`src/rtl/te_sync_pkg.sv`:
```
package te_sync_pkg;

  typedef enum logic [1:0] {
    TRIG_INTERNAL = 2'd0,
    TRIG_VSYNC    = 2'd1,
    TRIG_LINE     = 2'd2,
    TRIG_RSVD     = 2'd3
  } trig_mode_e;

  typedef enum logic [1:0] {
    ST_IDLE  = 2'd0,
    ST_ARMED = 2'd1,
    ST_FIRED = 2'd2
  } arm_state_e;

  localparam int unsigned HS_FLOOR       = 2;
  localparam int unsigned VS_FLOOR_VSYNC = 4;
  localparam int unsigned VS_FLOOR_LINE  = 2;

endpackage

```
`src/rtl/te_input_sync.sv`:
```
module te_input_sync #(
  parameter int unsigned STAGES = 2
) (
  input  logic clk,
  input  logic rst_n,
  input  logic d,
  output logic q
);
  logic [STAGES-1:0] pipe_q;

  generate
    if (STAGES == 1) begin : g_single
      always_ff @(posedge clk or negedge rst_n) begin
        if (!rst_n) pipe_q <= '0;
        else        pipe_q <= d;
      end
    end else begin : g_chain
      always_ff @(posedge clk or negedge rst_n) begin
        if (!rst_n) pipe_q <= '0;
        else        pipe_q <= {pipe_q[STAGES-2:0], d};
      end
    end
  endgenerate

  assign q = pipe_q[STAGES-1];
endmodule

```
`src/rtl/te_pulse_classifier.sv`:
```
module te_pulse_classifier #(
  parameter int unsigned WIDTH_W = 6
) (
  input  logic               clk,
  input  logic               rst_n,
  input  logic               lvl_in,
  input  logic [WIDTH_W-1:0] hs_width,
  input  logic [WIDTH_W-1:0] vs_width,
  input  logic               hs_act,
  input  logic               vs_act,
  output logic               v_evt,
  output logic               h_evt
);
  localparam logic [WIDTH_W-1:0] RUN_MAX = {WIDTH_W{1'b1}};

  logic               lvl_q;
  logic               first_q;
  logic [WIDTH_W-1:0] run_q;
  logic               run_end;
  logic               is_v;
  logic               is_h;

  assign run_end = (lvl_in != lvl_q);

  // A finished run is judged by its level and its saturated length.
  always_comb begin
    is_v = (lvl_q == vs_act) && (run_q >= vs_width);
    is_h = !is_v && (lvl_q == hs_act) && (run_q >= hs_width);
  end

  always_ff @(posedge clk or negedge rst_n) begin
    if (!rst_n) begin
      lvl_q   <= 1'b0;
      first_q <= 1'b1;
      run_q   <= '0;
      v_evt   <= 1'b0;
      h_evt   <= 1'b0;
    end else begin
      // The run in progress at reset has unknown length and is never judged.
      v_evt <= run_end && !first_q && is_v;
      h_evt <= run_end && !first_q && is_h;
      if (run_end) begin
        lvl_q   <= lvl_in;
        run_q   <= {{(WIDTH_W-1){1'b0}}, 1'b1};
        first_q <= 1'b0;
      end else if (run_q != RUN_MAX) begin
        run_q <= run_q + 1'b1;
      end
    end
  end
endmodule

```
`src/rtl/te_line_tracker.sv`:
```
module te_line_tracker #(
  parameter int unsigned LINE_W = 11
) (
  input  logic              clk,
  input  logic              rst_n,
  input  logic              v_evt,
  input  logic              h_evt,
  input  logic [LINE_W-1:0] target,
  output logic              line_hit
);
  localparam logic [LINE_W-1:0] CNT_MAX = {LINE_W{1'b1}};

  logic              frame_ok_q;
  logic [LINE_W-1:0] cnt_q;
  logic [LINE_W:0]   cnt_next;

  assign cnt_next = {1'b0, cnt_q} + 1'b1;

  always_comb begin
    line_hit = 1'b0;
    if (v_evt && (target == '0))
      line_hit = 1'b1;
    else if (h_evt && frame_ok_q && (cnt_next == {1'b0, target}))
      line_hit = 1'b1;
  end

  always_ff @(posedge clk or negedge rst_n) begin
    if (!rst_n) begin
      frame_ok_q <= 1'b0;
      cnt_q      <= '0;
    end else if (v_evt) begin
      frame_ok_q <= 1'b1;
      cnt_q      <= '0;
    end else if (h_evt && frame_ok_q && (cnt_q != CNT_MAX)) begin
      cnt_q <= cnt_q + 1'b1;
    end
  end
endmodule

```
`src/rtl/te_trigger_fsm.sv`:
```
module te_trigger_fsm
  import te_sync_pkg::*;
(
  input  logic       clk,
  input  logic       rst_n,
  input  logic [1:0] mode,
  input  logic       cfg_bad,
  input  logic       req,
  input  logic       frame_done,
  input  logic       v_evt,
  input  logic       line_hit,
  output logic       start,
  output arm_state_e state
);
  arm_state_e state_q;
  logic       fire_now;

  always_comb begin
    fire_now = 1'b0;
    if (!cfg_bad) begin
      unique case (mode)
        TRIG_INTERNAL: fire_now = 1'b1;
        TRIG_VSYNC:    fire_now = v_evt;
        TRIG_LINE:     fire_now = line_hit;
        default:       fire_now = 1'b0;
      endcase
    end
  end

  always_ff @(posedge clk or negedge rst_n) begin
    if (!rst_n) begin
      state_q <= ST_IDLE;
      start   <= 1'b0;
    end else begin
      start <= 1'b0;
      unique case (state_q)
        ST_IDLE: begin
          if (req && !cfg_bad) begin
            if (mode == TRIG_INTERNAL) begin
              start   <= 1'b1;
              state_q <= ST_FIRED;
            end else begin
              state_q <= ST_ARMED;
            end
          end
        end
        ST_ARMED: begin
          if (fire_now) begin
            start   <= 1'b1;
            state_q <= ST_FIRED;
          end
        end
        ST_FIRED: begin
          if (frame_done) state_q <= ST_IDLE;
        end
        default: state_q <= ST_IDLE;
      endcase
    end
  end

  assign state = state_q;
endmodule

```
`src/rtl/te_sync_trigger.sv`:
```
module te_sync_trigger
  import te_sync_pkg::*;
#(
  parameter int unsigned WIDTH_W     = 6,
  parameter int unsigned LINE_W      = 11,
  parameter int unsigned SYNC_STAGES = 2
) (
  input  logic               clk,
  input  logic               rst_n,
  input  logic [1:0]         cfg_mode,
  input  logic [WIDTH_W-1:0] cfg_hs_width,
  input  logic [WIDTH_W-1:0] cfg_vs_width,
  input  logic               cfg_hs_pol,
  input  logic               cfg_vs_pol,
  input  logic [LINE_W-1:0]  cfg_line,
  input  logic               xfer_req,
  input  logic               frame_done,
  input  logic               te_in,
  output logic               start_pulse,
  output logic               cfg_bad
);
  localparam logic [WIDTH_W-1:0] HS_MIN_W   = WIDTH_W'(HS_FLOOR);
  localparam logic [WIDTH_W-1:0] VS_MIN_V_W = WIDTH_W'(VS_FLOOR_VSYNC);
  localparam logic [WIDTH_W-1:0] VS_MIN_L_W = WIDTH_W'(VS_FLOOR_LINE);

  logic               te_s;
  logic               v_evt;
  logic               h_evt;
  logic               line_hit;
  arm_state_e         fsm_state;
  logic [WIDTH_W-1:0] vs_floor;

  // Configuration validity: widths must separate the two pulse kinds.
  always_comb begin
    vs_floor = (cfg_mode == TRIG_VSYNC) ? VS_MIN_V_W : VS_MIN_L_W;
    if (cfg_mode == TRIG_RSVD)
      cfg_bad = 1'b1;
    else if (cfg_mode == TRIG_INTERNAL)
      cfg_bad = 1'b0;
    else
      cfg_bad = (cfg_hs_width < HS_MIN_W) || (cfg_vs_width < vs_floor) ||
                (cfg_hs_width == cfg_vs_width);
  end

  te_input_sync #(.STAGES(SYNC_STAGES)) u_sync (
    .clk   (clk),
    .rst_n (rst_n),
    .d     (te_in),
    .q     (te_s)
  );

  te_pulse_classifier #(.WIDTH_W(WIDTH_W)) u_class (
    .clk      (clk),
    .rst_n    (rst_n),
    .lvl_in   (te_s),
    .hs_width (cfg_hs_width),
    .vs_width (cfg_vs_width),
    .hs_act   (cfg_hs_pol),
    .vs_act   (cfg_vs_pol),
    .v_evt    (v_evt),
    .h_evt    (h_evt)
  );

  te_line_tracker #(.LINE_W(LINE_W)) u_line (
    .clk      (clk),
    .rst_n    (rst_n),
    .v_evt    (v_evt),
    .h_evt    (h_evt),
    .target   (cfg_line),
    .line_hit (line_hit)
  );

  te_trigger_fsm u_fsm (
    .clk        (clk),
    .rst_n      (rst_n),
    .mode       (cfg_mode),
    .cfg_bad    (cfg_bad),
    .req        (xfer_req),
    .frame_done (frame_done),
    .v_evt      (v_evt),
    .line_hit   (line_hit),
    .start      (start_pulse),
    .state      (fsm_state)
  );
endmodule

```
`config.mk`:
```
export PLATFORM = sky130hd
export DESIGN_NAME = te_sync_trigger
export DESIGN_NICKNAME = d
export VERILOG_FILES = /design/src/rtl/te_sync_pkg.sv /design/src/rtl/te_input_sync.sv /design/src/rtl/te_pulse_classifier.sv /design/src/rtl/te_line_tracker.sv /design/src/rtl/te_trigger_fsm.sv /design/src/rtl/te_sync_trigger.sv
export SDC_FILE = /design/constraint.sdc
export NUM_CORES = 1
export LEC_CHECK = 0
export BUFFER_PORTS_ARGS = -buffer_cell sky130_fd_sc_hd__buf_2
export CORE_AREA = 3 3 84 86
export DETAILED_ROUTE_END_ITERATION = 8
export DIE_AREA = 0 0 87 89
export PLACE_DENSITY = 0.58
export SYNTH_ARGS = -nofsm -noshare
export SYNTH_HDL_FRONTEND = slang
export SYNTH_SLANG_ARGS = --single-unit
```
`constraint.sdc`:
```
create_clock -name clk -period 1.72 [get_ports clk]
set_input_delay 0.43 -clock clk [delete_from_list [all_inputs] [get_ports clk]]
set_output_delay 0.43 -clock clk [all_outputs]
set_load 0.1 [all_outputs]
```
# Word-level counts from Yosys, hierarchy flattened
# Cells that the tools add are included.
[op_classes] n_mux=20 reduce_logical=22 n_lt_le_gt_ge=4 n_div=0 shift=0 n_bitwise=0 n_eq_ne=15 add_sub_neg=3 n_mul=0
[op_table] cell="$mux W11" count=2
[op_table] cell="$add A11 B1 Y12 const B" count=1
[op_table] cell="$eq A12 B11 Y1" count=1
[op_table] cell="$ge A6 B6 Y1" count=2
[op_table] cell="$mux W6" count=2
[op_table] cell="$add A11 B1 Y11 const B" count=1
[op_table] cell="$logic_and A1 B1 Y1" count=11
[op_table] cell="$logic_not A11 Y1" count=1
[op_table] cell="$ne A11 B11 Y1 const B" count=1
[op_table] cell="$mux W1" count=8
[op_table] cell="$mux W2" count=4
[op_table] cell="$add A6 B1 Y6 const B" count=1
[op_table] cell="$eq A2 B2 Y1 const B" count=3
[op_table] cell="$eq A6 B6 Y1" count=1
[op_table] cell="$lt A6 B2 Y1 const B" count=1
[op_table] cell="$lt A6 B3 Y1" count=1
[op_table] cell="$ne A6 B6 Y1 const B" count=1
[op_table] cell="$pmux W2 S3" count=1
[op_table] cell="$eq A2 B1 Y1 const B" count=2
[op_table] cell="$logic_not A2 Y1" count=2
[op_table] cell="$ne A2 B1 Y1 const B" count=2
[op_table] cell="$reduce_bool A2 Y1" count=2
[op_table] cell="$logic_not A1 Y1" count=3
[op_table] cell="$mux W3" count=1
[op_table] cell="7 further kinds" count=9
[word_totals] ramBits=0 latchBits=0 reg_bits=27 out_inout_bits=2 wordCells=74 memories=0 romBits=0

# Longest topological paths before layout
[depth] depth_word=11 mapped_depth=10 depth_no_buf=10

# Cells and area by module
# Synthesis repeated with hierarchy kept, for this count alone.
[unflattened] cells_unflattened=234 hier_area_um2=2108.3
[modules_own_cells] module="te_line_tracker" seq_area_each_um2=300.3 area_per_inst_um2=1006.0 cells_each=116 instances=1
[modules_own_cells] module="te_pulse_classifier" seq_area_each_um2=251.5 area_per_inst_um2=752.0 cells_each=81 instances=1
[modules_own_cells] module="te_trigger_fsm" seq_area_each_um2=75.1 area_per_inst_um2=177.7 cells_each=19 instances=1
[modules_own_cells] module="te_sync_trigger" seq_area_each_um2=0.0 area_per_inst_um2=122.6 cells_each=16 instances=1
[modules_own_cells] module="te_input_sync" seq_area_each_um2=50.0 area_per_inst_um2=50.0 cells_each=2 instances=1

# Worst setup path after synthesis
# OpenSTA, ideal clock, no wires.
[synth_path] kind="input -> output" startpoint="input port cfg_mode[1]" endpoint="output port cfg_bad" path_slack_ps=-1229 path_stages=8 required_time_ps=1290 arrival_time_ps=2519 path_cell_list="inv_1 > nand2_1 > ha_1 > nor4_1 > a22oi_1 > o31ai_1 > a21oi_1 > nor2_1"
[synth_via] elab_chain_len=7 word_cells_on_any_way=9
[synth_rtl] element="start, declared" line_no="te_sync_trigger.sv:10" rtl="input logic [1:0] cfg_mode,"
[synth_rtl] element="$eq A2 B1 Y1" line_no="te_sync_trigger.sv:35" rtl="vs_floor = (cfg_mode == TRIG_VSYNC) ? VS_MIN_V_W : VS_MIN_L_W;"
[synth_rtl] element="$mux W3" line_no="te_sync_trigger.sv:35"
[synth_rtl] element="$lt A6 B3 Y1" line_no="te_sync_trigger.sv:41" rtl="cfg_bad = (cfg_hs_width < HS_MIN_W) || (cfg_vs_width < vs_floor) ||"
[synth_rtl] element="$logic_or A1 B1 Y1 (2 in series)" line_no="te_sync_trigger.sv:41"
[synth_rtl] element="$mux W1" line_no="te_sync_trigger.sv:38" rtl="else if (cfg_mode == TRIG_INTERNAL)"
[synth_rtl] element="$mux W1 *" line_no="te_sync_trigger.sv:36" rtl="if (cfg_mode == TRIG_RSVD)"
[synth_rtl] element="end, declared" line_no="te_sync_trigger.sv:20" rtl="output logic cfg_bad"
# Mark *: on every way between the ends. The rest lies on a longest branch, timed or not.

# Final worst setup path
# Ends and elaborated chain as after synthesis.

==> run metrics <==
clock latency on the worst-skew pair=roughly 0.27 ns; placed instance count=between 300 and 400; Bufs on Longest Clock Path=2; Setup crit end kind=output pin; fin cells=394; Final Util=0.4757; worst slack, placed=-0.4574 ns; failing checks=setup timing; most frequent cells in the layout=buf_4, buf_2, dfrtp_1, nor2_1; io pins=34; required time of the critical path=roughly 1.3 ns; row count=29; n_diodes=0; r2r setup slk=-0.12 ns; fin crit share=1.201; main combinational cell family by area after synthesis=simple AND/OR/NAND/NOR gates; Worst Tran Pin Value=0.6248 ns; DR vias/cell=4.909; Syn Area/Cell=approximately 9 um^2; H-tree Lvls=1; status=finished, violations left; Total Routing Usage GR=0.1378; crit path time final=between 2 and 2.5 ns; power consumption=~1.8 mW; CP max stage cell=ha_4; critical path fanouts, max=3; Port Buffers=33; XOR/XNOR Fraction of Synth Area=0.1205; CP top delay family=compound AO/OA/AOI/OAI gates; commonest non-fill, non-tap cell in the layout=buf_4; Seq/Total Area, Yosys=0.3211; synthesis-to-finish area growth=43.26%; max_cap viols=0; die area=roughly 7700 um^2; Worst VDD drop=between 0.4 and 0.5 mV; post-synthesis adder-cell area fraction=0.08902; Netlist Area Pre-Place=roughly 2100 um^2; first-pass GRT wire length=8.652 mm; largest net degree at the start of global routing=28; Final ANT Viol Nets=0; simple-gate share of the synthesized area=0.2285; Root Buffer=clkbuf_8; Die H=89 um; Hold Crit Class=primary input to async pin; Max Fclk=between 400 and 500 MHz; Netlist cell types=between 50 and 60; Core Footprint=between 6000 and 7000 um^2; NumNets Final=365; Synth Warn #=0; drt pass-1 iters=4; Syn Inst Count=about 230; Critical R2R Launch=u_line.cnt_q[1]; Setup Total Neg Slack=-0.7416 ns; fin area=3020 um^2; CP Launch Type=primary input; CP bufs+invs=3; Setup Crit Path Kind=primary input to output pin; DRT iter0 DRCs=between 60 and 70; Die X=87 um; Post-DP Area=around 2800 um^2; WP depth=10; DR DRC count=0; WL/cell=around 13 um; CTS tree=done; CP Cell Sequence=buf_8 > inv_4 > nand2_4 > ha_4 > o21ai_2 > a22oi_2 > o31ai_4 > a21oi_2 > nor2_4 > buf_12; clk slew on worst S/H paths=about 0.09 ns; Max Transition Viols Final=0; most common flop cell mapped by yosys=dfrtp_1; Post-synth EDFFs=0; Leak Pwr=approximately 1.4 nW; unrepaired setup endpoints after global routing=yes; GPL Wtd Cong=approximately 0.80; critical path's largest stage delay=0.25 ns; initial core utilization=0.3320; setup ws final=-0.3458 ns; power density cells=about 580 nW/um^2; vias in the first global route=1,924; DR vias=1,934; WHS=0.1596 ns; Hold Violations, Final=0; Routed WL=between 5 and 6 mm; synthesized flop and latch total=27; Final Skew=approximately 0.0047 ns; asr flop ratio synth=1.000; hold_buf cts=0; Rel. slew slack=0.5834; Setup-failing EPs final=5; mux cell area share after synthesis=0.02433; worst reg-to-reg path cell count=8; layout cells sized above 1=0.4353; post-synthesis compound-gate area fraction=0.1697; syn nets=280; CP arrival=1.64 ns; clk sinks=27; # fillers=slightly above 600; worst reg2reg endpoint=u_fsm.state[1]; hpwl dp=around 4.2 mm; CTS buffer count=3; antenna violations before repair=0; Congestion Overflow GR=0
## cell type report
| cell class | count | area [um^2] | area share |
|---|---|---|---|
| flip-flops and latches | 27 | 678.2 | 0.2245 |
| clock buffers | 3 | 41.29 | 0.01367 |
| well taps | 77 | 96.34 | 0.03190 |
| inverters | 16 | 62.56 | 0.02071 |
| repair buffers | 86 | 604.3 | 0.2001 |
| multi-input cells | 184 | 1533 | 0.5075 |
| clock inverters | 1 | 5.005 | 0.001657 |
## layer usage
| layer | vias to the layer above | routed length [um] | track usage | part of all wire |
|---|---|---|---|---|
| li1 | 998 | - | - | - |
| met1 | 896 | 2494 | 0.1894 | 0.49 |
| met2 | 34 | 2405 | 0.2340 | 0.47 |
| met3 | 6 | 202 | 0.01935 | 0.039 |
| met4 | 0 | 35 | 0.02408 | 0.0068 |
| met5 | - | 0 | 0 | 0 |
## worst max path at each step
stage | to | from | slack (ns)
after global routing | cfg_bad | cfg_hs_width[1] | -0.43
final | cfg_bad | cfg_mode[1] | -0.35
after global placement | cfg_bad | cfg_mode[1] | -0.42
after CTS | cfg_bad | cfg_mode[1] | -0.39
after floorplan | cfg_bad | cfg_mode[1] | -0.42
after detailed placement | cfg_bad | cfg_mode[1] | -0.46
## cells by family after synthesis
kind of cell,after synthesis
simple gates,90
compound gates,45
xor+xnor,29
flops,27
buf+inv,22
fa+ha+maj,15
mux,5
## where the power goes
part	total, mW	leakage, nW	internal [mW]	switching (mW)
Clock	0.370	0.0255	0.163	0.207
Sequential	0.755	0.355	0.699	0.0553
Combinational	0.640	1.03	0.318	0.323
Total	1.76	1.41	1.18	0.585
## Yosys cell counts (all sizes together) (4+ instances only)
cell / instances / area share
dfrtp: 26 / 0.31
nor2: 23 / 0.042
nand2: 17 / 0.030
inv: 16 / 0.028
ha: 15 / 0.089
xnor2: 15 / 0.062
xor2: 14 / 0.058
nor3: 10 / 0.026
o21ai: 10 / 0.027
a21oi: 8 / 0.019
nand3: 7 / 0.021
a31oi: 6 / 0.025
nand2b: 5 / 0.015
a21o: 4 / 0.014
buf: 4 / 0.015
mux2i: 4 / 0.019
nor2b: 4 / 0.012
nor3b: 4 / 0.014
nor4: 4 / 0.012
## worst register-to-register path: cells and delay by family, from the launching register on
| kind | cells | cell delay (ns) |
|---|---|---|
| xor gates and xnor gates | 1 | 0.15 |
| AOI/OAI and AO/OA | 4 | 0.59 |
| DFF | 1 | 0.44 |
| adders and majority gates | 1 | 0.26 |
| and+or+nand+nor | 2 | 0.33 |
## sequential cells by signal, indices dropped and copies added, names as in the netlist
name / flops
u_fsm.state: 2
u_class.lvl_q: 1
u_class.h_evt: 1
u_class.run_q: 6
u_class.first_q: 1
u_sync.pipe_q: 2
u_fsm.start: 1
u_line.frame_ok_q: 1
u_line.cnt_q: 11
u_class.v_evt: 1
## timing repair
action	4_1_cts	5_1_grt
endpoints found under the hold margin	0	0
setup endpoints to repair	9	13
pin swaps	13	13
gates resized for setup	11	27
buffers inserted	3	3
Power figures use the tool's default switching activity.
